**src/rtl/lrf_pkg.sv**
```systemverilog
// Package: shared types for the load retry forwarding stage.
// Assumes: nothing beyond IEEE 1800-2017.
package lrf_pkg;
    // Operating mode latched at reset.
    typedef enum logic {
        MODE_RETRY   = 1'b0,
        MODE_NORETRY = 1'b1
    } fwd_mode_e;
endpackage

```
**src/rtl/lrf_mode_latch.sv**
```systemverilog
// Module: lrf_mode_latch
// Latches the operating mode while reset is held and keeps it afterwards.
// Assumes: the mode input is stable for the last reset cycle.
module lrf_mode_latch
    import lrf_pkg::*;
(
    input  logic      clk,
    input  logic      rst_n,
    input  logic      mode_in,
    output fwd_mode_e mode_q
);
    // Sample the mode only during reset; hold it otherwise.
    always_ff @(posedge clk) begin
        if (!rst_n) begin
            mode_q <= mode_in ? MODE_NORETRY : MODE_RETRY;
        end
    end
endmodule

```
**src/rtl/lrf_capture.sv**
```systemverilog
// Module: lrf_capture
// First pipeline entry: captures an acknowledged beat so it can be checked
// against retry in the next cycle. It is active only in retry-enabled mode.
// Assumes: one beat at most per cycle.
module lrf_capture #(
    parameter int DATA_W = 64
) (
    input  logic              clk,
    input  logic              rst_n,
    input  logic              enable,
    input  logic              ack,
    input  logic [DATA_W-1:0] data_in,
    output logic              held_vld,
    output logic [DATA_W-1:0] held_data
);
    // Flag a beat as under check for exactly the cycle after its acknowledge.
    always_ff @(posedge clk) begin
        if (!rst_n) begin
            held_vld <= 1'b0;
        end else begin
            held_vld <= enable && ack;
        end
    end

    // Keep the data of the newest acknowledged beat.
    always_ff @(posedge clk) begin
        if (!rst_n) begin
            held_data <= '0;
        end else if (enable && ack) begin
            held_data <= data_in;
        end
    end
endmodule

```
**src/rtl/lrf_forward.sv**
```systemverilog
// Module: lrf_forward
// Second pipeline entry: registered output strobe and data. In no-retry mode
// it takes the bus beat directly. In retry-enabled mode it takes the held
// beat when no retry is seen in the checking cycle.
// Assumes: the mode is constant outside reset.
module lrf_forward #(
    parameter int DATA_W = 64
) (
    input  logic              clk,
    input  logic              rst_n,
    input  logic              bypass,
    input  logic              ack,
    input  logic              retry,
    input  logic [DATA_W-1:0] bus_data,
    input  logic              held_vld,
    input  logic [DATA_W-1:0] held_data,
    output logic              out_vld,
    output logic [DATA_W-1:0] out_data
);
    logic              take;
    logic [DATA_W-1:0] take_data;

    // Select the beat source for this cycle; retry matters only in held mode.
    always_comb begin
        if (bypass) begin
            take      = ack;
            take_data = bus_data;
        end else begin
            take      = held_vld && !retry;
            take_data = held_data;
        end
    end

    // Register the one-cycle strobe.
    always_ff @(posedge clk) begin
        if (!rst_n) begin
            out_vld <= 1'b0;
        end else begin
            out_vld <= take;
        end
    end

    // Register the data only when a beat is forwarded.
    always_ff @(posedge clk) begin
        if (!rst_n) begin
            out_data <= '0;
        end else if (take) begin
            out_data <= take_data;
        end
    end
endmodule

```
**src/rtl/load_retry_fwd.sv**
```systemverilog
// Module: load_retry_fwd (top)
// Forwards read beats from the bus to the internal load path. In retry-enabled
// mode each beat is checked for one cycle against a late retry. In no-retry
// mode beats go straight to the output register.
// Assumes: synchronous active-low reset; the mode is held stable during reset;
// the system does not rely on retry in no-retry mode.
module load_retry_fwd
    import lrf_pkg::*;
#(
    parameter int DATA_W = 64
) (
    input  logic              clk,
    input  logic              rst_n,
    input  logic              mode_no_retry,
    input  logic              bus_ack,
    input  logic              bus_retry,
    input  logic [DATA_W-1:0] bus_data,
    output logic              fwd_valid,
    output logic [DATA_W-1:0] fwd_data
);
    fwd_mode_e         mode_q;
    logic              bypass_q;
    logic              held_vld;
    logic [DATA_W-1:0] held_data;

    // Decode the latched mode into the bypass select.
    assign bypass_q = (mode_q == MODE_NORETRY);

    lrf_mode_latch u_mode (
        .clk     (clk),
        .rst_n   (rst_n),
        .mode_in (mode_no_retry),
        .mode_q  (mode_q)
    );

    lrf_capture #(.DATA_W(DATA_W)) u_cap (
        .clk       (clk),
        .rst_n     (rst_n),
        .enable    (!bypass_q),
        .ack       (bus_ack),
        .data_in   (bus_data),
        .held_vld  (held_vld),
        .held_data (held_data)
    );

    lrf_forward #(.DATA_W(DATA_W)) u_fwd (
        .clk       (clk),
        .rst_n     (rst_n),
        .bypass    (bypass_q),
        .ack       (bus_ack),
        .retry     (bus_retry),
        .bus_data  (bus_data),
        .held_vld  (held_vld),
        .held_data (held_data),
        .out_vld   (fwd_valid),
        .out_data  (fwd_data)
    );
endmodule

```
**config.mk**
```make
export PLATFORM = sky130hd
export DESIGN_NAME = load_retry_fwd
export DESIGN_NICKNAME = d
export VERILOG_FILES = /design/src/rtl/lrf_pkg.sv /design/src/rtl/lrf_mode_latch.sv /design/src/rtl/lrf_capture.sv /design/src/rtl/lrf_forward.sv /design/src/rtl/load_retry_fwd.sv
export SDC_FILE = /design/constraint.sdc
export NUM_CORES = 1
export LEC_CHECK = 0
export CORE_MARGIN = 2
export CORE_UTILIZATION = 50
export DETAILED_ROUTE_END_ITERATION = 7
export PLACE_DENSITY = 0.76
export SLEW_MARGIN = 0
export SYNTH_ARGS = -nofsm -noshare
export SYNTH_HDL_FRONTEND = slang
export SYNTH_SLANG_ARGS = --single-unit
```
**constraint.sdc**
```tcl
create_clock -name clk -period 1.75 [get_ports clk]
set_input_delay 0.35 -clock clk [delete_from_list [all_inputs] [get_ports clk]]
set_output_delay 0.35 -clock clk [all_outputs]
set_load 0.01 [all_outputs]
```
==> results.json, run 1 <==
{
  "violations": "design-rule violations",
  "area_growth_pct": 34.1,
  "synth_commonest_cells": "dfxtp_1 (130), nand2_1 (129), a21oi_1 (128)",
  "crit_family": "buffers and inverters",
  "slowest_stage": "clkdlybuf4s50_1",
  "period_share": 0.966,
  "required_ns": 1.40,
  "ys.flop_type": "dfxtp_1",
  "hold_viol_final": 0,
  "tightestPinTransition_ns": 0.422,
  "wl_um": 14500,
  "ys_async_sr_fraction": 0,
  "cp_num_buf_inv": 1,
  "synthDistinctLibCells": 17,
  "htreeDepth": 4,
  "seq_power_share": 0.409,
  "synth_seq_cells": 131,
  "top_layer": "met4",
  "syn-num-nets": 713,
  "setup-tns-final_ns": 0,
  "placed_cell_area_mm2": 0.00741,
  "synth-warning-count": 0,
  "start_util": 0.518,
  "pwr_density_cell_mw_per_mm2": 1020,
  "drtIter0Drc": 252,
  "synth.most_common_cell": "dfxtp_1",
  "met2_wirelength_um": 7620,
  "grt_max_degree": 52,
  "p_switching_w": 0.00193,
  "syn_area_mm2": 0.00597,
  "ys_seq_area_frac": 0.441,
  "die_w_um": 113,
  "ioPinCount": 134,
  "clock-sinks": 131,
  "final_util": 0.695,
  "maxCapViolCount": 0,
  "swShare": 0.236,
  "final_max_slew_viol_count": 0,
  "grt.total_usage": 0.229,
  "firstDrtPassIters": 6,
  "yosysTopAreaCellShare": 0.436,
  "critical_path_arrival_ns": 1.34,
  "grt_pass1_wl_um": 23700,
  "clk-insertion-delay-late_ns": 0.41,
  "nNetsFinal": 824,
  "critPathKind": "register to output port",
  "r2r-start": "u_mode.mode_q",
  "cts_tree": "yes",
  "gr-total-overflow": 0,
  "share_comb_of_total_power": 0.164,
  "fp.dieArea_mm2": 0.0128,
  "rsz0062_at_grt": "no",
  "clk_path_buf_depth": 2,
  "cts.root.buffer_cell": "clkbuf_16",
  "dieHeight_um": 113,
  "drive_gt1_frac": 0.146,
  "min_to": "u_cap.held_data[52]",
  "path_max_fanout": 3,
  "route.met3.wl_um": 814,
  "clockPowerShare": 0.428,
  "drt.antenna.violating_nets": 0,
  "path_clk_slew_ns": 0.05,
  "routabilityCongestion": 0.747,
  "cts-hold-fix-buffers": 0,
  "via_per_inst": 5.50,
  "ir_drop_uv": 1060,
  "io_buffers": 133,
  "vias": 4996,
  "avgSynthCellArea_um2": 9.27,
  "setup_viol": 0,
  "grt_antenna_before_repair": 0,
  "period_needed_ns": 1.69,
  "hold_depth": 2,
  "cts_inserted_buffers": 17,
  "fin_cells": 909,
  "wl_per_cell_um": 16.0,
  "synth_area_leaders": "dfxtp_1 (44%), mux2_2 (12%), a21oi_1 (11%), mux2i_1 (11%), o21a_1 (8.2%)",
  "reg2reg_to": "u_fwd.out_data[34]",
  "fmax_mhz": 592,
  "min_path_type": "register to register",
  "coreArea_mm2": 0.0115,
  "drc_errors": 9,
  "dpl.hpwl_um": 9300,
  "place_inst": 879,
  "relSlewSlack": 0.718,
  "std_cell_rows": 39,
  "power.total_w": 0.00819,
  "intPower_w": 0.00625,
  "yosys.area.top_type": "dfxtp_1",
  "critPathLaunchType": "register",
  "power.leakage_nw": 3.22,
  "fin_area_mm2": 0.00800,
  "r2r_slack_ns": 0.43,
  "insertedDiodeCount": 0,
  "skew_ns": 0.00431,
  "grt_pass1_vias": 5025,
  "outcome": "finished, violations left",
  "cpPeakStageDelay_ns": 0.59,
  "synth_cells": 644,
  "wl_met1_um": 5890,
  "reg2regPathDepth": 3,
  "end_kind": "output port",
  "min-delay-start": "u_cap.held_data[52]",
  "crit_chain": "clkdlybuf4s50_1",
  "synth_edf_count": 1
}
==> final cells by class <==
class	instances	area (µm²)
clock buffer	26	519
multi-input combinational	455	3020
tap	143	179
timing repair buffer	149	1580
clock inverter	4	70.1
fill	888	3520
sequential	131	2630
inverter	1	5.00
==> cell usage in the layout (no fill, tap or decap) <==
cell type / synthesis / routed
buf_4: 1 / 7
dfxtp_1: 130 / 130
clkinv_2: 0 / 3
nor2b_4: 0 / 1
mux2i_1: 64 / 64
o21a_1: 65 / 65
nand2_1: 129 / 129
nand2b_4: 1 / 1
clkdlybuf4s50_1: 0 / 131
clkbuf_1: 20 / 3
bufinv_16: 0 / 2
buf_12: 0 / 10
dlymetal6s2s_1: 0 / 1
a21oi_1: 128 / 128
clkbuf_8: 0 / 6
edfxtp_1: 1 / 1
mux2_2: 64 / 64
nand2b_2: 0 / 1
nor2_1: 2 / 2
clkbuf_16: 0 / 17
==> timing repair <==
item                                   CTS  global route
resized for setup                        0             1
endpoints found under the hold margin    0             0
setup buffers                            0             0
setup endpoints to repair                0             1
==> worst max path at each step <==
stage | startpoint | to | slack, ns | cells after the start
floorplan | bus_retry | u_fwd.out_data[10] | 0.43 | 5
global placement | bus_retry | u_fwd.out_data[36] | -0.07 | 5
detailed placement | bus_retry | u_fwd.out_data[40] | -0.09 | 5
CTS | u_fwd.out_data[60] | fwd_data[60] | 0.04 | 1
global route | u_fwd.out_data[60] | fwd_data[60] | 0.007 | 1
finish | u_fwd.out_data[60] | fwd_data[60] | 0.06 | 1
==> per-layer routing <==
metal	up-vias	track usage
li1	2459	-
met1	2395	0.257
met2	128	0.417
met3	14	0.0595
met4	0	0.0870
met5	-	0
==> per-stage QoR <==
step | hold WS [ns] | setup slack, ns
2_1_floorplan | 0.434 | 0.432
3_3_place_gp | 0.439 | -0.0651
3_5_place_dp | 0.446 | -0.0878
4_1_cts | 0.453 | 0.0411
5_1_grt | 0.474 | 0.00677
6_report | 0.451 | 0.0594
==> power groups by stage <==
stage               Clock, W  Combinational (W)  Sequential [W]
detailed placement         0            0.00134         0.00340
global placement           0            0.00130         0.00339
CTS                  0.00356            0.00135         0.00334
finish               0.00350            0.00134         0.00334
global route         0.00371            0.00145         0.00337
floorplan                  0           0.000692         0.00343
==> state kept, by name (all words and copies together) (netlist names) <==
signal / count
u_fwd.out_data: 64
u_fwd.out_vld: 1
u_mode.mode_q: 1
u_cap.held_vld: 1
u_cap.held_data: 64
==> cells by family (layout without fill, tap and decap cells) <==
family | Yosys count | count (layout) | share of synthesized area
muxes | 128 | 128 | 0.228
DFF | 131 | 131 | 0.441
and+or+nand+nor | 134 | 134 | 0.0868
AOI/OAI and AO/OA | 193 | 193 | 0.189
buffers and inverters | 58 | 180 | 0.0547
Note: power is estimated with default switching activity, not from simulation.
==> inputs of run 2 (changes only) <==
--- a/config.mk
+++ b/config.mk
@@ -7,6 +7,8 @@
 export LEC_CHECK = 0
 export CORE_MARGIN = 2
 export CORE_UTILIZATION = 50
+export CTS_BUF_LIST = sky130_fd_sc_hd__clkbuf_4 sky130_fd_sc_hd__clkbuf_8 sky130_fd_sc_hd__clkbuf_16
+export CTS_CLUSTER_SIZE = 20
 export DETAILED_ROUTE_END_ITERATION = 7
 export PLACE_DENSITY = 0.76
 export SLEW_MARGIN = 0
==> run 2 against run 1 <==
  * Wire length hardly changed
  * Global-route usage about the same
  * Critical path depth did not move
  * Count of clock-buffer cells in the layout unchanged
  * The flow still finishes with violations (design-rule violations)
  * Register-to-register slack is essentially flat
  * Final area grew 0.14%
  * Largest cell class unchanged
  * Cell count did not move
  * Largest power group unchanged
  * Worst hold slack worse by 0.00054 ns
  * Sequential share of layout area about the same
==> results.json, run 2 (same netlist as run 1, synthesis figures left out) <==
{
  "outcome": "finished, violations left",
  "violations": "design-rule violations",
  "reg2reg_to": "u_fwd.out_data[34]",
  "dieHeight_um": 113,
  "critPathKind": "register to output port",
  "power.total_w": 0.00823,
  "hold_viol_final": 0,
  "hold_depth": 2,
  "firstDrtPassIters": 7,
  "final_cell_mix": "clkdlybuf4s50_1 (131), dfxtp_1 (130), nand2_1 (129), a21oi_1 (128), o21a_1 (65)",
  "wl_per_cell_um": 16.0,
  "nNetsFinal": 824,
  "coreArea_mm2": 0.0115,
  "min-delay-start": "u_cap.held_data[52]",
  "vias": 4989,
  "clock-sinks": 131,
  "required_ns": 1.40,
  "io_buffers": 133,
  "share_comb_of_total_power": 0.163,
  "wl_um": 14500,
  "reg2regPathDepth": 3,
  "seqCellArea_mm2": 0.00263,
  "fillers": 887,
  "power.leakage_nw": 3.23,
  "gr-total-overflow": 0,
  "intPower_w": 0.00630,
  "die_w_um": 113,
  "multi_input_area_mm2": 0.00302,
  "ioPinCount": 134,
  "drtIter0Drc": 269,
  "r2r-start": "u_mode.mode_q",
  "clockPowerShare": 0.431,
  "crit_chain": "clkdlybuf4s50_1",
  "grt.total_usage": 0.229,
  "relSlewSlack": 0.714,
  "clk-insertion-delay-late_ns": 0.41,
  "seq_power_share": 0.406,
  "swShare": 0.235,
  "grt_max_degree": 52,
  "cts.root.buffer_cell": "clkbuf_16",
  "drt.antenna.violating_nets": 0,
  "path_max_fanout": 3,
  "cp_num_buf_inv": 1,
  "period_needed_ns": 1.69,
  "routabilityCongestion": 0.747,
  "cpPeakStageDelay_ns": 0.59,
  "mostFrequentLayoutCell": "clkdlybuf4s50_1",
  "grt_antenna_before_repair": 0,
  "clk_path_buf_depth": 2,
  "fin_area_mm2": 0.00801,
  "fin_cells": 909,
  "dpl.hpwl_um": 9300,
  "start_util": 0.518,
  "top_regs": "u_cap.held_data x64, u_fwd.out_data x64",
  "cts-hold-fix-buffers": 0,
  "path_clk_slew_ns": 0.05,
  "placed_cell_area_mm2": 0.00741,
  "final_max_slew_viol_count": 0,
  "insertedDiodeCount": 0,
  "rsz0062_at_grt": "no",
  "fmax_mhz": 591,
  "maxCapViolCount": 0,
  "fp.dieArea_mm2": 0.0128,
  "crit_family": "buffers and inverters",
  "place_inst": 879,
  "setup_viol": 0,
  "via_per_inst": 5.49,
  "drive_gt1_frac": 0.150,
  "area_growth_pct": 34.3,
  "skew_ns": 0.00553,
  "cts_inserted_buffers": 17,
  "setup-tns-final_ns": 0,
  "r2r_slack_ns": 0.43,
  "holdWs_ns": 0.451,
  "tightestPinTransition_ns": 0.429,
  "critical_path_arrival_ns": 1.34,
  "grt_pass1_wl_um": 23600,
  "p_switching_w": 0.00193,
  "cts_tree": "yes",
  "min_to": "u_cap.held_data[52]",
  "htreeDepth": 4,
  "pwr_density_cell_mw_per_mm2": 1030,
  "std_cell_rows": 39,
  "drc_errors": 9,
  "critPathLaunchType": "register",
  "min_path_type": "register to register",
  "period_share": 0.967,
  "ir_drop_uv": 1060,
  "grt_pass1_vias": 5000,
  "slowest_stage": "clkdlybuf4s50_1",
  "end_kind": "output port"
}
-- run 2: cell types whose count changed in the layout (fill, tap and decap cells not counted) --
cell / before / now
clkbuf_1: 3 / 0
clkbuf_4: 0 / 3
-- run 2: metal layers --
| metal | GRT usage | share of wire | vias to the layer above |
|---|---|---|---|
| met5 | 0 | 0 | - |
| met4 | 0.0772 | 0.013 | 0 |
| met3 | 0.0659 | 0.051 | 14 |
| met2 | 0.416 | 0.53 | 119 |
| met1 | 0.257 | 0.41 | 2397 |
| li1 | - | - | 2459 |
-- run 2: area by class of cell --
type / instances / area share
Clock inverter: 4 / 0.00875
Clock buffer: 26 / 0.0662
Multi-Input combinational cell: 455 / 0.377
Sequential cell: 131 / 0.329
Timing Repair Buffer: 149 / 0.197
Inverter: 1 / 0.000625
Tap cell: 143 / 0.0223
-- run 2: what timing repair did --
item / in CTS / in global routing
gates resized for setup: 0 / 1
hold endpoints to repair: 0 / 0
endpoints found under the setup margin: 0 / 1
setup buffers: 0 / 0
-- run 2: worst max path at each step --
stage	startpoint	end	slack (ns)	cells after the start
3_5_place_dp	bus_retry	u_fwd.out_data[40]	-0.09	5
5_1_grt	u_fwd.out_data[60]	fwd_data[60]	0.004	1
2_1_floorplan	bus_retry	u_fwd.out_data[10]	0.43	5
4_1_cts	u_fwd.out_data[60]	fwd_data[60]	0.04	1
3_3_place_gp	bus_retry	u_fwd.out_data[36]	-0.07	5
6_report	u_fwd.out_data[60]	fwd_data[60]	0.06	1
-- run 2: metrics by stage --
step	setup slack, ns	util
2_1_floorplan	0.432	-
3_3_place_gp	-0.0651	0.643
3_5_place_dp	-0.0878	0.643
4_1_cts	0.0373	0.695
5_1_grt	0.00420	0.696
6_report	0.0575	0.696
-- run 2: power groups by stage --
stage | clock, W | sequential, W | combinational [W]
6_report | 0.00355 | 0.00335 | 0.00134
3_3_place_gp | 0 | 0.00339 | 0.00130
2_1_floorplan | 0 | 0.00343 | 0.000692
4_1_cts | 0.00361 | 0.00334 | 0.00135
5_1_grt | 0.00376 | 0.00337 | 0.00145
3_5_place_dp | 0 | 0.00340 | 0.00134
